$ cat config.mk
export PLATFORM = sky130hd
export DESIGN_NAME = dbg_cmd_seq
export DESIGN_NICKNAME = d
export VERILOG_FILES = /design/src/rtl/dbg_cmd_pkg.sv /design/src/rtl/dbg_cmd_decode.sv /design/src/rtl/dbg_blk_tracker.sv /design/src/rtl/dbg_cmd_check.sv /design/src/rtl/dbg_cmd_seq.sv
export SDC_FILE = /design/constraint.sdc
export NUM_CORES = 1
export LEC_CHECK = 0
export ABC_AREA = 1
export BUFFER_PORTS_ARGS = -buffer_cell sky130_fd_sc_hd__buf_4
export CORE_ASPECT_RATIO = 1.5
export CORE_UTILIZATION = 34
export DETAILED_ROUTE_END_ITERATION = 7
export PLACE_DENSITY_LB_ADDON = 0.12
export SLEW_MARGIN = 10
export SYNTH_ARGS = -nofsm -noshare
export SYNTH_HDL_FRONTEND = slang
export SYNTH_SLANG_ARGS = --single-unit
$ cat constraint.sdc
create_clock -name clk -period 2.3 [get_ports clk]
set_input_delay 0.23 -clock clk [delete_from_list [all_inputs] [get_ports clk]]
set_output_delay 0.23 -clock clk [all_outputs]
set_load 0.005 [all_outputs]
$ cat src/rtl/dbg_cmd_pkg.sv
package dbg_cmd_pkg;

    localparam int REG_W = 5;

    typedef enum logic [3:0] {
        OP_NOP   = 4'd0,
        OP_GO    = 4'd1,
        OP_RREG  = 4'd2,
        OP_WREG  = 4'd3,
        OP_MRD   = 4'd4,
        OP_MWR   = 4'd5,
        OP_MDUMP = 4'd6,
        OP_MFILL = 4'd7,
        OP_RCTL  = 4'd8,
        OP_WCTL  = 4'd9,
        OP_RDBG  = 4'd10,
        OP_WDBG  = 4'd11
    } op_kind_e;

    typedef enum logic [1:0] {
        GATE_HALT  = 2'd0,
        GATE_STEAL = 2'd1,
        GATE_PAR   = 2'd2
    } gate_e;

    typedef enum logic [1:0] {
        BLK_IDLE = 2'd0,
        BLK_RD   = 2'd1,
        BLK_WR   = 2'd2
    } blk_state_e;

    typedef struct packed {
        logic             known;
        op_kind_e         kind;
        logic [1:0]       size;
        logic [REG_W-1:0] regsel;
        gate_e            gate;
    } dec_t;

endpackage

$ cat src/rtl/dbg_cmd_decode.sv
module dbg_cmd_decode
    import dbg_cmd_pkg::*;
(
    input  logic [15:0] word,
    output dec_t        dec
);
    always_comb begin
        dec        = '0;
        dec.known  = 1'b0;
        dec.kind   = OP_NOP;
        dec.gate   = GATE_PAR;
        unique casez (word)
            16'h0000: begin
                dec.known = 1'b1;
                dec.kind  = OP_NOP;
                dec.gate  = GATE_PAR;
            end
            16'h0C00: begin
                dec.known = 1'b1;
                dec.kind  = OP_GO;
                dec.gate  = GATE_HALT;
            end
            16'b0010_000?_1000_????: begin
                dec.known  = 1'b1;
                dec.kind   = word[8] ? OP_RREG : OP_WREG;
                dec.regsel = {1'b0, word[3:0]};
                dec.gate   = GATE_HALT;
            end
            16'h2980: begin
                dec.known = 1'b1;
                dec.kind  = OP_RCTL;
                dec.gate  = GATE_HALT;
            end
            16'h2880: begin
                dec.known = 1'b1;
                dec.kind  = OP_WCTL;
                dec.gate  = GATE_HALT;
            end
            16'b0010_110?_????_????: begin
                if (word[7:5] == 3'b100) begin
                    dec.known  = 1'b1;
                    dec.kind   = word[8] ? OP_RDBG : OP_WDBG;
                    dec.regsel = word[4:0];
                    dec.gate   = GATE_PAR;
                end
            end
            16'b0001_1?0?_??00_0000: begin
                if (word[7:6] != 2'b11) begin
                    dec.known = 1'b1;
                    dec.size  = word[7:6];
                    dec.gate  = GATE_STEAL;
                    unique case ({word[10], word[8]})
                        2'b01:   dec.kind = OP_MRD;
                        2'b00:   dec.kind = OP_MWR;
                        2'b11:   dec.kind = OP_MDUMP;
                        default: dec.kind = OP_MFILL;
                    endcase
                end
            end
            default: dec.known = 1'b0;
        endcase
    end
endmodule

$ cat src/rtl/dbg_blk_tracker.sv
module dbg_blk_tracker
    import dbg_cmd_pkg::*;
#(
    parameter int ADDR_W = 32
) (
    input  logic              clk,
    input  logic              rst_n,
    input  logic              upd,
    input  op_kind_e          kind,
    input  logic [1:0]        size,
    input  logic [ADDR_W-1:0] base_addr,
    output logic              chain_ok,
    output logic [ADDR_W-1:0] next_addr
);
    localparam logic [ADDR_W-1:0] ONE = {{(ADDR_W-1){1'b0}}, 1'b1};

    blk_state_e        state_q, state_d;
    logic [1:0]        size_q, size_d;
    logic [ADDR_W-1:0] addr_q, addr_d;

    assign next_addr = addr_q + (ONE << size_q);

    always_comb begin
        chain_ok = 1'b0;
        if (size == size_q) begin
            if (kind == OP_MDUMP && state_q == BLK_RD)
                chain_ok = 1'b1;
            if (kind == OP_MFILL && state_q == BLK_WR)
                chain_ok = 1'b1;
        end
    end

    always_comb begin
        state_d = state_q;
        size_d  = size_q;
        addr_d  = addr_q;
        if (upd) begin
            unique case (kind)
                OP_MRD: begin
                    state_d = BLK_RD;
                    size_d  = size;
                    addr_d  = base_addr;
                end
                OP_MWR: begin
                    state_d = BLK_WR;
                    size_d  = size;
                    addr_d  = base_addr;
                end
                OP_MDUMP, OP_MFILL: begin
                    addr_d  = next_addr;
                end
                default: begin
                    state_d = BLK_IDLE;
                end
            endcase
        end
    end

    always_ff @(posedge clk) begin
        if (!rst_n) begin
            state_q <= BLK_IDLE;
            size_q  <= 2'd0;
            addr_q  <= '0;
        end else begin
            state_q <= state_d;
            size_q  <= size_d;
            addr_q  <= addr_d;
        end
    end
endmodule

$ cat src/rtl/dbg_cmd_check.sv
module dbg_cmd_check
    import dbg_cmd_pkg::*;
(
    input  dec_t  dec,
    input  logic  chain_ok,
    input  logic  cpu_halted,
    output logic  illegal,
    output logic  notready,
    output logic  accept
);
    logic is_blk;

    assign is_blk   = (dec.kind == OP_MDUMP) || (dec.kind == OP_MFILL);
    assign illegal  = !dec.known || (is_blk && !chain_ok);
    assign notready = !illegal && (dec.gate == GATE_HALT) && !cpu_halted;
    assign accept   = !illegal && !notready;
endmodule

$ cat src/rtl/dbg_cmd_seq.sv
module dbg_cmd_seq
    import dbg_cmd_pkg::*;
#(
    parameter int ADDR_W = 32
) (
    input  logic              clk,
    input  logic              rst_n,
    input  logic              cmd_valid,
    input  logic [15:0]       cmd_word,
    input  logic [ADDR_W-1:0] cmd_addr,
    input  logic              cpu_halted,
    output logic              op_valid,
    output logic [3:0]        op_kind,
    output logic [1:0]        op_size,
    output logic [4:0]        op_reg,
    output logic [ADDR_W-1:0] op_addr,
    output logic              flush_req,
    output logic              rsp_illegal,
    output logic              rsp_notready
);
    dec_t              dec;
    logic              chain_ok;
    logic [ADDR_W-1:0] next_addr;
    logic              illegal, notready, accept;
    logic              upd;
    logic [ADDR_W-1:0] addr_sel;

    dbg_cmd_decode u_dec (
        .word (cmd_word),
        .dec  (dec)
    );

    dbg_cmd_check u_chk_gate (
        .dec        (dec),
        .chain_ok   (chain_ok),
        .cpu_halted (cpu_halted),
        .illegal    (illegal),
        .notready   (notready),
        .accept     (accept)
    );

    assign upd = cmd_valid && !illegal;

    dbg_blk_tracker #(.ADDR_W(ADDR_W)) u_blk (
        .clk       (clk),
        .rst_n     (rst_n),
        .upd       (upd),
        .kind      (dec.kind),
        .size      (dec.size),
        .base_addr (cmd_addr),
        .chain_ok  (chain_ok),
        .next_addr (next_addr)
    );

    always_comb begin
        unique case (dec.kind)
            OP_MDUMP, OP_MFILL:              addr_sel = next_addr;
            OP_MRD, OP_MWR, OP_RCTL, OP_WCTL: addr_sel = cmd_addr;
            default:                         addr_sel = '0;
        endcase
    end

    always_ff @(posedge clk) begin
        if (!rst_n) begin
            op_valid     <= 1'b0;
            op_kind      <= 4'd0;
            op_size      <= 2'd0;
            op_reg       <= 5'd0;
            op_addr      <= '0;
            flush_req    <= 1'b0;
            rsp_illegal  <= 1'b0;
            rsp_notready <= 1'b0;
        end else begin
            op_valid     <= cmd_valid && accept;
            rsp_illegal  <= cmd_valid && illegal;
            rsp_notready <= cmd_valid && notready;
            flush_req    <= cmd_valid && accept && (dec.kind == OP_GO);
            if (cmd_valid && accept) begin
                op_kind <= dec.kind;
                op_size <= dec.size;
                op_reg  <= dec.regsel;
                op_addr <= addr_sel;
            end else begin
                op_kind <= 4'd0;
                op_size <= 2'd0;
                op_reg  <= 5'd0;
                op_addr <= '0;
            end
        end
    end
endmodule

==> results_dict.tcl <==
set metrics [dict create \
    critical_path_buf_inv_count 1 \
    stdcell_count 1111 \
    grt_max_degree 65 \
    crit_required_ps 2590 \
    drive_gt1_share_pct 27.1 \
    vias 5161 \
    fillers 1507 \
    wl_per_cell_um 13.4 \
    ys_types 35 \
    dp_cells 1089 \
    synth_xor_area_share_pct 1.61 \
    cts_max_level 3 \
    cp_slowest_stage_delay_ps 360 \
    synthCells 780 \
    cts_tree "yes" \
    drv_cap 0 \
    io_buffers 98 \
    ir_drop_mv 0.326 \
    start_util_pct 34.8 \
    fmax_mhz 440 \
    ios 99 \
    muxShareOfSynthArea_pct 0 \
    drt_iter0_markers 195 \
    power_leakage_nw 3.19 \
    worstSetupPathType "reg -> reg" \
    nNetsFinal 972 \
    period_share_pct 98.7 \
    grt_pass1_wl_mm 23.7 \
    placed_area_um2 6090 \
    synth_fa_ha_area_share_pct 1.43 \
    rsz0062_at_grt "yes" \
    die_width_um 99.9 \
    critical_path_arrival_ps 2560 \
    antenna_found_initial 0 \
    outcome "completed" \
    timing_hold_violations_final 0 \
    pwr_density_cell_nw_per_um2 491 \
    grt_pass1_vias 4915 \
    syn-mean-instance-area_um2 6.27 \
    crit_family "simple AND/OR/NAND/NOR gates" \
    min_period_ps 2270 \
    drt_pass1_iterations 4 \
    antenna_left 0 \
    synth_compound_area_share_pct 7.65 \
    critPathCaptureType "register" \
    holdWs_ps 113 \
    crit_chain "nor2_2 -> ha_2 -> fa_2 -> nand3_2 -> nand3_2 -> nand4_1 -> nor2_2 -> nand2_2 -> nor2_4 -> nand2_2 -> buf_6 -> o21ai_1 -> nand2_1 -> nand2_1 -> nor2_1 -> nor2_1" \
    synthSimpleGateAreaFrac_pct 45.9 \
    track_usage_pct 20.4 \
    coreArea_um2 14100 \
    area_growth_pct 35.9 \
    postLayoutCoreUtil_pct 47.3 \
    cp-start-kind "register" \
    cts_buffers 9 \
    cts_root_buffer "clkbuf_16" \
    die_h_um 149 \
    die-area_um2 14900 \
    synth_area_um2 4890 \
    synth.yosys.seq_area_share_pct 34.0 \
    synth_nets 837 \
    slew_headroom_pct 67.7 \
    clk_path_buf_depth 2 \
    worstHoldPathType "in -> reg" \
    ys_seq_elements 83 \
    clock-sinks 83 \
    remaining_drc_errors 0 \
    gr-total-overflow 0 \
    drv_slew 0 \
    antenna_cells 0 \
    num_rows 53 \
    synth_top_family_by_area "simple AND/OR/NAND/NOR gates" \
    finalSetupViolCount 0 \
    design_area_um2 6650 \
    fin_worst_skew_ps 6.87 \
    gp_congestion 0.913 \
    yosysWarnings 0 \
    wl_mm 14.8 \
    dp.final_hpwl_mm 11.0 \
    clk_latency_ps 350 \
    total_power_w 0.00326 \
    avgViaCountPerCell 4.65 \
    clk_pin_slew_ps 60 \
    critPathMaxFanout 5 \
    slowest_stage "dfxtp_4" \
    worst_slew_pin_slew_ps 482 \
]
[report_power, final]
| part | total (W) | leakage (nW) | switching, W | internal [W] |
|---|---|---|---|---|
| Clock | 0.00166 | 0.159 | 0.000606 | 0.00105 |
| Sequential | 0.00144 | 0.670 | 0.000000464 | 0.00144 |
| Combinational | 0.000168 | 2.36 | 0.0000866 | 0.0000814 |
[final timing paths]
check / cells past startpoint / slack [ps] / endpoint / start
worst max-delay path: 16 / 30 / u_blk.addr_q[24] / u_blk.size_q[1]
worst min-delay path: 3 / 110 / op_reg[0] / cmd_word[0]
worst max register to register: 16 / 30 / u_blk.addr_q[24] / u_blk.size_q[1]
worst min register to register: 2 / 460 / u_blk.state_q[0] / u_blk.state_q[0]
[through the flow]
stage | worst slack, ps | setup TNS [ps]
floorplan | 45.3 | 0
global placement | -32.2 | -74.5
detailed placement | -120 | -448
CTS | -27.7 | -27.7
global route | -125 | -704
finish | 29.7 | 0
[synth_stat cells]
cell | count | area [um^2]
nand2_1 | 259 | 972
nor2_1 | 138 | 518
dfxtp_1 | 83 | 1660
inv_1 | 77 | 289
nand3_1 | 61 | 305
a21oi_2 | 25 | 219
nand4_1 | 21 | 131
nor3_1 | 15 | 75.1
a21oi_1 | 13 | 65.1
o21ai_0 | 11 | 55.1
xor2_1 | 9 | 78.8
buf_2 | 8 | 40.0
clkbuf_1 | 8 | 30.0
nor4_1 | 8 | 50.1
buf_6 | 7 | 78.8
ha_1 | 4 | 50.1
nor2_2 | 4 | 25.0
or2_2 | 4 | 25.0
nand2_2 | 3 | 18.8
a22oi_1 | 2 | 15.0
clkinv_1 | 2 | 7.51
inv_2 | 2 | 7.51
nand3_4 | 2 | 35.0
nand3b_1 | 2 | 15.0
o211ai_1 | 2 | 15.0
and2_1 | 1 | 6.26
and2_4 | 1 | 8.76
and3_1 | 1 | 6.26
buf_4 | 1 | 7.51
fa_1 | 1 | 20.0
nand2_4 | 1 | 11.3
nand3_2 | 1 | 10.0
nand4_4 | 1 | 21.3
nor2_4 | 1 | 11.3
o21ai_1 | 1 | 5.00
[cells in the final DEF, fill, tap and decap left out, types with 4 or more instances in the layout]
cell type	synthesis	layout
nor4_1	8	8
nor2_1	138	129
a21oi_1	13	12
a21oi_2	25	26
nor3_1	15	14
nand3_1	61	50
xor2_1	9	9
dfxtp_1	83	81
inv_1	77	73
clkbuf_16	0	9
buf_12	0	4
nor2_2	4	11
buf_4	1	142
inv_2	2	6
nand4_1	21	21
nand2_2	3	10
nand3_2	1	11
o21ai_0	11	6
nand2_1	259	252
[routing by layer]
| layer | global-route usage [%] | up-vias | share of wire (%) | wire (um) |
|---|---|---|---|---|
| met1 | 21.9 | 2297 | 40 | 5990 |
| met5 | 0 | - | 0 | 0 |
| met4 | 8.90 | 0 | 2.9 | 424 |
| li1 | - | 2732 | - | - |
| met3 | 2.91 | 23 | 3.9 | 573 |
| met2 | 38.9 | 109 | 53 | 7850 |
[worst register-to-register path, delay by kind of cell (launching register included)]
kind	cells	cell delay, ps
simple gates	12	1200
flops	1	360
buf+inv	1	140
fa+ha+maj	2	420
compound gates	1	110
[logic make-up after synthesis]
| kind of cell | after synthesis |
|---|---|
| flops | 83 |
| simple gates | 524 |
| buf+inv | 105 |
| xor+xnor | 9 |
| compound gates | 54 |
| fa+ha+maj | 5 |
[repair_timing]
item,in CTS,in global routing
resized for setup,10,42
pin swaps,2,19
hold buffers,0,0
setup buffers,1,6
setup endpoints to repair,9,24
[final cells by class]
type                    instances  area [um^2]  share of cell area, %
well taps                     192          240                   3.62
repair buffers                148         1170                   17.6
clock inverters                 5          103                   1.54
flip-flops and latches         83         1670                   25.1
inverters                      81          304                   4.58
clock buffers                  10          229                   3.45
multi-input cells             592         2930                   44.2
(Power assumes the default switching activity.)
